$ cat src/rtl/dbc_pkg.sv
package dbc_pkg;
    typedef enum logic [2:0] {
        CMD_NOP = 3'd0,
        CMD_ACT = 3'd1,
        CMD_RD  = 3'd2,
        CMD_WR  = 3'd3,
        CMD_REF = 3'd4
    } dram_cmd_e;

    typedef enum logic [2:0] {
        ST_IDLE,
        ST_REF,
        ST_ACC,
        ST_BURST,
        ST_ERR
    } seq_state_e;
endpackage

$ cat src/rtl/dbc_decode.sv
module dbc_decode #(
    parameter int ADDR_W   = 32,
    parameter int MAX_LOG2 = 25,
    parameter int CODE_W   = 3
) (
    input  logic [ADDR_W-1:0] addr,
    input  logic [CODE_W-1:0] cap_code,
    output logic              hit
);
    localparam int SEL_W = CODE_W - 1;
    localparam int NCODE = 1 << SEL_W;

    logic [NCODE-1:0] fits;

    // one window per non-reserved code, each half the previous one
    for (genvar k = 0; k < NCODE; k++) begin : g_win
        localparam int LIM = MAX_LOG2 - k;
        localparam logic [ADDR_W-1:0] LIMIT = ADDR_W'(64'd1 << LIM);
        assign fits[k] = (addr < LIMIT);
    end

    assign hit = !cap_code[CODE_W-1] && fits[cap_code[SEL_W-1:0]];
endmodule

$ cat src/rtl/dbc_refresh_timer.sv
module dbc_refresh_timer #(
    parameter int INTERVAL = 350
) (
    input  logic clk,
    input  logic rst_n,
    input  logic grant,
    output logic pend
);
    localparam int TW = $clog2(INTERVAL);
    localparam logic [TW-1:0] RELOAD = TW'(INTERVAL - 1);

    typedef struct packed {
        logic [TW-1:0] cnt;
        logic          pend;
    } tmr_t;

    tmr_t q, d;
    logic expire;

    always_comb begin
        d      = q;
        expire = (q.cnt == '0);
        d.cnt  = expire ? RELOAD : q.cnt - 1'b1;
        d.pend = (q.pend && !grant) || expire;
    end

    always_ff @(posedge clk) begin
        if (!rst_n) begin
            q.cnt  <= RELOAD;
            q.pend <= 1'b0;
        end else begin
            q <= d;
        end
    end

    assign pend = q.pend;

    // a pending refresh is only dropped by a grant
    assert_pend_sticky_R4: assert property (@(posedge clk) disable iff (!rst_n)
        (pend && !grant) |=> pend);
    // a grant is only given against a pending request
    assert_grant_needs_pend_R5: assert property (@(posedge clk) disable iff (!rst_n)
        grant |-> pend);
endmodule

$ cat src/rtl/dbc_seq.sv
module dbc_seq
    import dbc_pkg::*;
#(
    parameter int DATA_W     = 32,
    parameter int DAW        = 23,
    parameter int REF_CYCLES = 4,
    parameter int ACC_CLOCKS = 5,
    parameter int BEATS      = 4,
    parameter int ROW_BITS   = 12,
    localparam int BE_W      = DATA_W / 8
) (
    input  logic              clk,
    input  logic              rst_n,
    input  logic              req,
    input  logic              wr,
    input  logic              burst,
    input  logic [DAW-1:0]    word,
    input  logic [BE_W-1:0]   be,
    input  logic [DATA_W-1:0] wdata,
    input  logic              hit,
    input  logic              pend,
    output logic              grant,
    output logic              ack,
    output logic              err,
    output logic [2:0]        cmd_o,
    output logic [DAW-1:0]    addr_o,
    output logic [BE_W-1:0]   be_o,
    output logic [DATA_W-1:0] wdata_o
);
    localparam int LINE_W = $clog2(BEATS);
    localparam int MAXC   = (REF_CYCLES > ACC_CLOCKS) ? REF_CYCLES : ACC_CLOCKS;
    localparam int CNT_W  = $clog2(MAXC) + 1;
    localparam logic [CNT_W-1:0]  ACT_AT    = CNT_W'(1);
    localparam logic [CNT_W-1:0]  RD_AT     = CNT_W'(ACC_CLOCKS - 2);
    localparam logic [CNT_W-1:0]  ACK_AT    = CNT_W'(ACC_CLOCKS - 1);
    localparam logic [CNT_W-1:0]  REF_LAST  = CNT_W'(REF_CYCLES - 1);
    localparam logic [LINE_W-1:0] LAST_BEAT = LINE_W'(BEATS - 1);

    typedef struct packed {
        seq_state_e        state;
        logic [CNT_W-1:0]  cnt;
        logic [LINE_W-1:0] beat;
        logic              wr;
        logic              burst;
        logic [DAW-1:0]    word;
        logic [BE_W-1:0]   be;
        logic [DATA_W-1:0] wdata;
        logic [ROW_BITS-1:0] row;
    } seq_t;

    seq_t q, d;
    dram_cmd_e cmd;
    logic [LINE_W-1:0] rd_beat;

    // next-state
    always_comb begin
        d     = q;
        grant = 1'b0;
        unique case (q.state)
            ST_IDLE: begin
                if (pend) begin
                    d.state = ST_REF;
                    d.cnt   = '0;
                    grant   = 1'b1;
                end else if (req) begin
                    if (!hit) begin
                        d.state = ST_ERR;
                    end else begin
                        d.state = ST_ACC;
                        d.cnt   = ACT_AT;
                        d.wr    = wr;
                        d.burst = burst && !wr;
                        d.word  = word;
                        d.be    = (burst && !wr) ? '1 : be;
                        d.wdata = wdata;
                    end
                end
            end
            ST_REF: begin
                if (q.cnt == REF_LAST) begin
                    d.state = ST_IDLE;
                    d.row   = q.row + 1'b1;
                end else begin
                    d.cnt = q.cnt + 1'b1;
                end
            end
            ST_ACC: begin
                if (q.cnt == ACK_AT) begin
                    d.state = q.burst ? ST_BURST : ST_IDLE;
                    d.beat  = LINE_W'(1);
                end else begin
                    d.cnt = q.cnt + 1'b1;
                end
            end
            ST_BURST: begin
                if (q.beat == LAST_BEAT) d.state = ST_IDLE;
                else                     d.beat  = q.beat + 1'b1;
            end
            ST_ERR:  d.state = ST_IDLE;
            default: d.state = ST_IDLE;
        endcase
    end

    // outputs from the current phase
    always_comb begin
        cmd     = CMD_NOP;
        rd_beat = '0;
        addr_o  = q.word;
        unique case (q.state)
            ST_REF: if (q.cnt == '0) cmd = CMD_REF;
            ST_ACC: begin
                if (q.cnt == ACT_AT) begin
                    cmd = CMD_ACT;
                end else if (q.cnt == RD_AT && !q.wr) begin
                    cmd = CMD_RD;
                end else if (q.cnt == ACK_AT && q.wr) begin
                    cmd = CMD_WR;
                end else if (q.cnt == ACK_AT && q.burst) begin
                    cmd     = CMD_RD;
                    rd_beat = LINE_W'(1);
                end
            end
            ST_BURST: begin
                if (q.beat != LAST_BEAT) begin
                    cmd     = CMD_RD;
                    rd_beat = q.beat + 1'b1;
                end
            end
            default: cmd = CMD_NOP;
        endcase
        if (cmd == CMD_REF) addr_o = DAW'(q.row);
        if (cmd == CMD_RD)  addr_o = {q.word[DAW-1:LINE_W], q.word[LINE_W-1:0] + rd_beat};
    end

    assign ack     = (q.state == ST_ACC && q.cnt == ACK_AT) || (q.state == ST_BURST);
    assign err     = (q.state == ST_ERR);
    assign cmd_o   = cmd;
    assign be_o    = q.be;
    assign wdata_o = q.wdata;

    always_ff @(posedge clk) begin
        if (!rst_n) begin
            q       <= '0;
            q.state <= ST_IDLE;
        end else begin
            q <= d;
        end
    end

    assert_ack_err_excl_R1: assert property (@(posedge clk) disable iff (!rst_n)
        !(ack && err));
    // first beat of a fill is followed directly by the next beat
    assert_burst_back_to_back_R2: assert property (@(posedge clk) disable iff (!rst_n)
        (ack && q.state == ST_ACC && q.burst) |=> ack);
    // a write gets a single acknowledge
    assert_write_single_R3: assert property (@(posedge clk) disable iff (!rst_n)
        (cmd == CMD_WR) |=> !ack);
    // a refresh command is followed by quiet clocks
    assert_ref_then_quiet_R5: assert property (@(posedge clk) disable iff (!rst_n)
        (cmd == CMD_REF) |=> (cmd == CMD_NOP && !ack));
    // an error is one clock long and touches no DRAM
    assert_err_pulse_R6: assert property (@(posedge clk) disable iff (!rst_n)
        err |=> (!err && cmd == CMD_NOP));
    // every first acknowledge was opened by an activate three clocks before
    assert_act_before_ack_R8: assert property (@(posedge clk) disable iff (!rst_n)
        (ack && !$past(ack)) |-> ($past(cmd, 3) == CMD_ACT));
endmodule

$ cat src/rtl/dram_burst_ctrl.sv
module dram_burst_ctrl #(
    parameter int ADDR_W       = 32,
    parameter int DATA_W       = 32,
    parameter int MAX_LOG2     = 25,
    parameter int CODE_W       = 3,
    parameter int REF_INTERVAL = 350,
    parameter int REF_CYCLES   = 4,
    parameter int ACC_CLOCKS   = 5,
    parameter int BEATS        = 4,
    parameter int ROW_BITS     = 12,
    localparam int BE_W        = DATA_W / 8,
    localparam int OFF_W       = $clog2(BE_W),
    localparam int DAW         = MAX_LOG2 - OFF_W
) (
    input  logic              clk,
    input  logic              rst_n,
    input  logic [CODE_W-1:0] cap_code,
    input  logic              cpu_req,
    input  logic              cpu_wr,
    input  logic              cpu_burst,
    input  logic [ADDR_W-1:0] cpu_addr,
    input  logic [BE_W-1:0]   cpu_be,
    input  logic [DATA_W-1:0] cpu_wdata,
    output logic              cpu_ack,
    output logic              cpu_err,
    output logic [DATA_W-1:0] cpu_rdata,
    output logic [2:0]        dram_cmd,
    output logic [DAW-1:0]    dram_addr,
    output logic [BE_W-1:0]   dram_be,
    output logic [DATA_W-1:0] dram_wdata,
    input  logic [DATA_W-1:0] dram_rdata
);
    logic hit, pend, grant;

    dbc_decode #(
        .ADDR_W  (ADDR_W),
        .MAX_LOG2(MAX_LOG2),
        .CODE_W  (CODE_W)
    ) u_decode (
        .addr    (cpu_addr),
        .cap_code(cap_code),
        .hit     (hit)
    );

    dbc_refresh_timer #(
        .INTERVAL(REF_INTERVAL)
    ) u_timer (
        .clk  (clk),
        .rst_n(rst_n),
        .grant(grant),
        .pend (pend)
    );

    dbc_seq #(
        .DATA_W    (DATA_W),
        .DAW       (DAW),
        .REF_CYCLES(REF_CYCLES),
        .ACC_CLOCKS(ACC_CLOCKS),
        .BEATS     (BEATS),
        .ROW_BITS  (ROW_BITS)
    ) u_seq (
        .clk    (clk),
        .rst_n  (rst_n),
        .req    (cpu_req),
        .wr     (cpu_wr),
        .burst  (cpu_burst),
        .word   (cpu_addr[MAX_LOG2-1:OFF_W]),
        .be     (cpu_be),
        .wdata  (cpu_wdata),
        .hit    (hit),
        .pend   (pend),
        .grant  (grant),
        .ack    (cpu_ack),
        .err    (cpu_err),
        .cmd_o  (dram_cmd),
        .addr_o (dram_addr),
        .be_o   (dram_be),
        .wdata_o(dram_wdata)
    );

    assign cpu_rdata = dram_rdata;

    // an error only answers a live request
    assert_err_needs_req_R6: assert property (@(posedge clk) disable iff (!rst_n)
        cpu_err |-> $past(cpu_req));
endmodule

$ cat config.mk
export PLATFORM = sky130hd
export DESIGN_NAME = dram_burst_ctrl
export DESIGN_NICKNAME = d
export VERILOG_FILES = /design/src/rtl/dbc_pkg.sv /design/src/rtl/dbc_decode.sv /design/src/rtl/dbc_refresh_timer.sv /design/src/rtl/dbc_seq.sv /design/src/rtl/dram_burst_ctrl.sv
export SDC_FILE = /design/constraint.sdc
export NUM_CORES = 1
export LEC_CHECK = 0
export ABC_AREA = 1
export CAP_MARGIN = 25
export CORE_MARGIN = 2
export CORE_UTILIZATION = 64
export CTS_CLUSTER_SIZE = 14
export DETAILED_ROUTE_END_ITERATION = 7
export DONT_BUFFER_PORTS = 1
export HOLD_SLACK_MARGIN = 0.08
export PLACE_DENSITY = 0.86
export RECOVER_POWER = 25
export SLEW_MARGIN = 20
export SYNTH_ARGS = -nofsm -noshare
export SYNTH_HDL_FRONTEND = slang
export SYNTH_SLANG_ARGS = --single-unit
$ cat constraint.sdc
create_clock -name clk -period 2.88 [get_ports clk]
set_input_delay 0.576 -clock clk [delete_from_list [all_inputs] [get_ports clk]]
set_output_delay 0.576 -clock clk [all_outputs]
set_load 0.03 [all_outputs]
== Word-level counts from Yosys, hierarchy flattened ==
Cells that the tools add are included.
Widths: inputs -> output; s select.
Storage, ports and cells
  register bits after elaboration: 92
  latch bits: 0
  bits in writable memories: 0
  bits in read-only memories: 0
  input bits: 108
  output and inout bits: 96
  logic and storage cells: 101
  memories kept: 0
Cells by class
  add/sub/neg operators: 5
  multipliers: 0
  div/mod/pow operators: 0
  $lt $le $gt $ge: 5
  equality and inequality tests: 19
  shifts and indexed selects: 0
  multiplexer cells: 35
  bitwise gates (word level): 2
  reductions and logical operators: 24
Operators with widths (count)
  $mux 23: 2
  $lt 32x23->1 const B: 1
  $lt 32x24->1 const B: 1
  $lt 32x25->1 const B: 1
  $lt 32x26->1 const B: 1
  $mux 3: 8
  $mux 2: 9
  $mux 4: 4
  $mux 7: 2
  $add 12x1->12 const B: 1
  $pmux 3 s4: 1
  $pmux 4 s3: 1
  $eq 3x2->1 const B: 3
  $logic_not 9->1: 1
  $pmux 3 s3: 1
  $sub 9x1->9 const B: 1
  $ne 2x2->1 const B: 4
  $pmux 2 s2: 2
  $reduce_and 4->1: 2
  $logic_and 1x1->1: 7
  $eq 3x3->1 const B: 2
  $ne 2x1->1 const B: 3
  $reduce_and 5->1: 1
  $add 4x1->4 const B: 1
  other kinds (22): 30

== Depth between registers and ports, before layout ==
  word-level depth: 10
  mapped depth: 11
  depth with buffers taken out: 11

== By module ==
A second synthesis with hierarchy kept.
Unflattened totals
  cells, all modules: 690
  area, all modules: 4777.1 um2
Modules (own cells, without submodules)
  dbc_seq: times used 1, cells each 577, area an instance 3973.8 um2, sequential area each 1641.6 um2
  dbc_refresh_timer: times used 1, cells each 59, area an instance 479.2 um2, sequential area each 200.2 um2
  dram_burst_ctrl: times used 1, cells each 32, area an instance 240.2 um2, sequential area each 0.0 um2
  dbc_decode: times used 1, cells each 22, area an instance 83.8 um2, sequential area each 0.0 um2

== Worst setup path after synthesis ==
OpenSTA, ideal clock, no wires.
  kind: register -> output
  from: register u_seq.q[75] (netlist name)
  to: output dram_addr[1]
  arrival time: 2.003 ns
  required time: 2.304 ns
  path slack: 0.301 ns
  cell stages (with the launch flop): 11
  path buffers: 0
  cell sequence: dfxtp_1 inv_1 ha_1 nand2_1 nor2_1 inv_1 o32ai_1 ha_1 xor2_1 xor2_1 o21ai_1
On the way
  cells in the longest elaborated chain, start to end: 10
  elaborated cells on any way between the ends: 23
  classes of those cells: 1 x add/sub; 5 x eq/ne; 13 x mux; 4 x reduce/logical
RTL lines
  start: declaration: line dbc_seq.sv:51  | seq_t q, d;
  $eq 4x3->1: line dbc_seq.sv:116, dbc_seq.sv:118
  $logic_and 1x1->1: line dbc_seq.sv:118  | end else if (q.cnt == ACK_AT && q.burst) begin
  $mux 2: line dbc_seq.sv:118
  $mux 3: line dbc_seq.sv:116  | end else if (q.cnt == ACK_AT && q.wr) begin
  $mux 3: line dbc_seq.sv:114  | end else if (q.cnt == RD_AT && !q.wr) begin
  $mux 3: line dbc_seq.sv:112  | if (q.cnt == ACT_AT) begin
  $pmux 3 s3: line dbc_seq.sv:109  | unique case (q.state)
  $eq 3x3->1: line dbc_seq.sv:131  | if (cmd == CMD_REF) addr_o = DAW'(q.row);
  $mux 23: line dbc_seq.sv:131
  $mux 23 (*): line dbc_seq.sv:132  | if (cmd == CMD_RD) addr_o = {q.word[DAW-1:LINE_W], q.word[LINE_W-1:0] + rd_beat};
  end: declaration: line dram_burst_ctrl.sv:28  | output logic [DAW-1:0] dram_addr,
Every way passes the cells marked *; elsewhere a longest branch is shown, timed or not.

== Worst setup path in the final report ==
  from: register u_seq.q[79] (netlist name)
  to: output dram_addr[1]
On the way
  cells in the longest elaborated chain, start to end: 5
  elaborated cells on any way between the ends: 10
  classes of those cells: 1 x add/sub; 5 x eq/ne; 4 x mux
RTL lines (line)
  $eq 3x2->1 or $eq 3x1->1 (tied branches): dbc_seq.sv:109
  $pmux 3 s3: dbc_seq.sv:109
  $eq 3x3->1: dbc_seq.sv:131
  $mux 23: dbc_seq.sv:131
  $mux 23 (*): dbc_seq.sv:132
Marks and branches as above.

==> reports/qor.tcl <==
set qor(clock_tree.htree_level_count) 3
set qor(worst_r2r_path_depth) 10
set qor(routed-via-count) 4194
set qor(synth_compound_gate_area_share) 0.05428
set qor(antenna_found_initial) 0
set qor(dominant_combinational_cell_family_by_area_after_synthesis) {simple AND/OR/NAND/NOR gates}
set qor(place_ws_ns) 0.2402
set qor(final_nets) 829
set qor(synth_area_um2) 5002
set qor(report.final.slew_viol_count) 0
set qor(power.density_nw_per_um2) 476.7
set qor(clockBufferDepth) 2
set qor(critical_path.cell_chain) {inv_1, nand2_1, nor2_2, nand2_2, o32ai_2, ha_2, xor2_2, xor2_1, o21ai_1, buf_4}
set qor(routed_wirelength_mm) 10.28
set qor(final_min_period_over_clock_period) 0.9671
set qor(worst_skew_pair.late_latency_ns) 0.36
set qor(cts_tree) {done}
set qor(clk_pin_slew_worst_paths_ns) 0.09
set qor(netlist_instances) 776
set qor(post-layout-total-power_mw) 2.336
set qor(yosys.area_share.xor_xnor) 0.01751
set qor(hold-path-cell-count) 2
set qor(placed_cells) 802
set qor(r2r-end) {u_seq.q[6]$_SDFFE_PN0P_}
set qor(worst_hold_slack_ns) 0.3211
set qor(synthToLayoutAreaGrowth_pct) -2.026
set qor(synth_warnings) 0
set qor(layout.area.seq_um2) 1852
set qor(drt_iter0_markers) 211
set qor(final_layout_size_suffix_gt1_frac) 0.08484
set qor(maxSlewHeadroom) 0.5790
set qor(timing.critical_path.fanout_max) 7
set qor(globalRoute.totalOverflow) 0
set qor(timing.clock.skew_ns) 0.009116
set qor(count_of_endpoints_failing_setup_in_the_final_report) 0
set qor(floorplan.io_pins) 204
set qor(clockRootBuffer) {sky130_fd_sc_hd__clkbuf_8}
set qor(number_of_filler_cells_placed_in_the_layout) 663
set qor(die_width_um) 92.41
set qor(synth_area_leaders) {sky130_fd_sc_hd__dfxtp_1, sky130_fd_sc_hd__nand2_1, sky130_fd_sc_hd__nor2_1}
set qor(rrSetupSlack_ns) 0.80
set qor(finish.cell_count_without_fillers) 821
set qor(synth.largest_area_cell) {sky130_fd_sc_hd__dfxtp_1}
set qor(run_status) {finished, final reports clean}
set qor(synth_enable_flop_cells) 0
set qor(final-hold-violation-count) 0
set qor(routed_length_per_instance_um) 12.52
set qor(dp.final_hpwl_mm) 7.140
set qor(setup.worst_path.end_class) {output pin}
set qor(multiInputGateArea_um2) 2186
set qor(synthSimpleGateAreaFrac) 0.3372
set qor(timing_worst_setup_path_type) {flip-flop to output pin}
set qor(netlist-cell-type-count) 27
set qor(worst_reg2reg_startpoint) {u_seq.q[75]$_SDFFE_PN0P_}
set qor(worst-endpoint-required_ns) 2.30
set qor(route.detailed.vias_per_inst) 5.108
set qor(placeableCoreArea_um2) 7647
set qor(min-delay-path-class) {input pin to flip-flop}
set qor(grt_pass1_wl_mm) 16.44
set qor(buffer_ports.inserted) 0
set qor(leading_cell_type_by_number_of_instances_after_synthesis) {sky130_fd_sc_hd__nand2_1}
set qor(synthAdderAreaFrac) 0.01751
set qor(grt_usage) 0.2365
set qor(netlist.area_leader.share) 0.3682
set qor(worst_hold_startpoint) {rst_n}
set qor(synth-async-reset-ratio) 0
set qor(critPathLaunchType) {flip-flop}
set qor(drt.antenna.violating_nets) 0
set qor(worstPathArrival_ns) 2.21
set qor(min_period_ns) 2.785
set qor(initial_core_util) 0.6541
set qor(worst_path_max_delay_cell) {sky130_fd_sc_hd__dfxtp_2}
set qor(proportion_of_synthesized_chip_area_in_sequential_cells) 0.3682
set qor(cellLeakagePower_nw) 2.355
set qor(cts_sinks) 92
set qor(total_nets_after_synthesis) 891
set qor(synth.area.mux_share) 0
set qor(num_rows) 32
set qor(tightestPinTransition_ns) 0.6314
set qor(ys_dominant_reg_cell) {sky130_fd_sc_hd__dfxtp_1}
set qor(drc_errors) 0
set qor(layout_setup_ws_ns) 0.09476
set qor(gp_routability_congestion) 0.8777
set qor(max_clock_freq_mhz) 359.0
set qor(finalSetupTns_ns) 0
set qor(die-height_um) 92.41
set qor(drtPass1Iterations) 5
set qor(first_global_vias) 3844
set qor(ys_seq_elements) 92
set qor(synthTopCellsByCount) {sky130_fd_sc_hd__nand2_1, sky130_fd_sc_hd__nor2_1, sky130_fd_sc_hd__dfxtp_1}
set qor(floorplan.die_area_um2) 8540
set qor(max_cap_violations) 0
set qor(ir_drop_mv) 0.2108
set qor(numCtsBuffers) 9
set qor(min_delay_worst_endpoint) {u_seq.q[54]$_SDFFE_PN0P_}
set qor(worst_path_largest_cell_delay_ns) 0.36
set qor(diodes) 0
set qor(avgSynthCellArea_um2) 6.446
set qor(grt_max_degree) 72
[cell usage in the layout (no fill, tap or decap), drive strengths merged]
cell type / count
xnor2: 3
clkinv: 4
or3: 1
or2: 1
nor3: 9
o32ai: 1
o211ai: 1
buf: 20
dfxtp: 92
nor2: 170
a21oi: 24
nand2: 213
ha: 7
o21ai: 27
inv: 95
clkbuf: 11
nand4: 8
bufinv: 2
xor2: 7
nor2b: 1
nand3: 22
[routing by layer]
layer,global-route usage,share of wire,up-vias
met3,0.06347,0.074,25
met4,0.09950,0.022,0
met2,0.4155,0.48,154
met5,0,0,-
met1,0.2700,0.43,1867
li1,-,-,2148
[worst max-delay path, delay by kind of cell, from the launching register on]
kind / cells / cell delay, ns
AOI/OAI and AO/OA: 2 / 0.33
xor gates and xnor gates: 2 / 0.34
adders and majority gates: 1 / 0.23
buffers and inverters: 2 / 0.22
DFF: 1 / 0.36
and+or+nand+nor: 3 / 0.35
[cell type report]
class / count / share of cell area
inverter: 94 / 0.07250
tap: 102 / 0.02604
multi-input combinational: 495 / 0.4460
sequential: 92 / 0.3778
clock buffer: 9 / 0.02527
clock inverter: 7 / 0.02017
timing repair buffer: 22 / 0.03217
[how the worst max path moves through the flow]
stage	start	endpoint	slack, ns	cells after the start
5_1_grt	u_seq.q[79]$_SDFFE_PN0P_	dram_addr[1]	-0.02	10
3_3_place_gp	u_seq.q[75]$_SDFFE_PN0P_	dram_addr[1]	0.32	11
3_5_place_dp	u_seq.q[75]$_SDFFE_PN0P_	dram_addr[1]	0.24	11
2_1_floorplan	u_seq.q[75]$_SDFFE_PN0P_	dram_addr[1]	0.30	10
4_1_cts	u_seq.q[75]$_SDFFE_PN0P_	dram_addr[1]	0.009	11
6_report	u_seq.q[79]$_SDFFE_PN0P_	dram_addr[1]	0.09	10
[report_power, final]
group	total, mW	switching (mW)	internal (mW)
clock	0.971	0.475	0.496
sequential	1.29	0.0111	1.28
combinational	0.0746	0.0490	0.0256
total	2.34	0.535	1.80
[repair_timing]
item                       in CTS  in global routing
setup endpoints to repair       1                  2
hold buffers                    0                  0
buffers inserted                1                  2
resized for setup               8                 13
pin swaps                       4                  6
[kinds of logic after synthesis]
| kind of cell | count (synthesis) |
|---|---|
| and+or+nand+nor | 425 |
| adders and majority gates | 7 |
| buffers and inverters | 189 |
| AOI/OAI and AO/OA | 53 |
| DFF | 92 |
| xor gates and xnor gates | 10 |
[through the flow]
step	util	area, µm²
final	0.6409	4901
after detailed placement	0.6023	4606
after global placement	0.6023	4606
after floorplan	-	5002
after CTS	0.6361	4865
after global routing	0.6409	4901
[registers in the layout, indices dropped and copies added (netlist names)]
| signal | cells |
|---|---|
| u_timer.pend | 1 |
| u_seq.wdata_o | 32 |
| u_seq.be_o | 4 |
| u_timer.q | 9 |
| u_seq.q | 46 |
(Power assumes the default switching activity.)
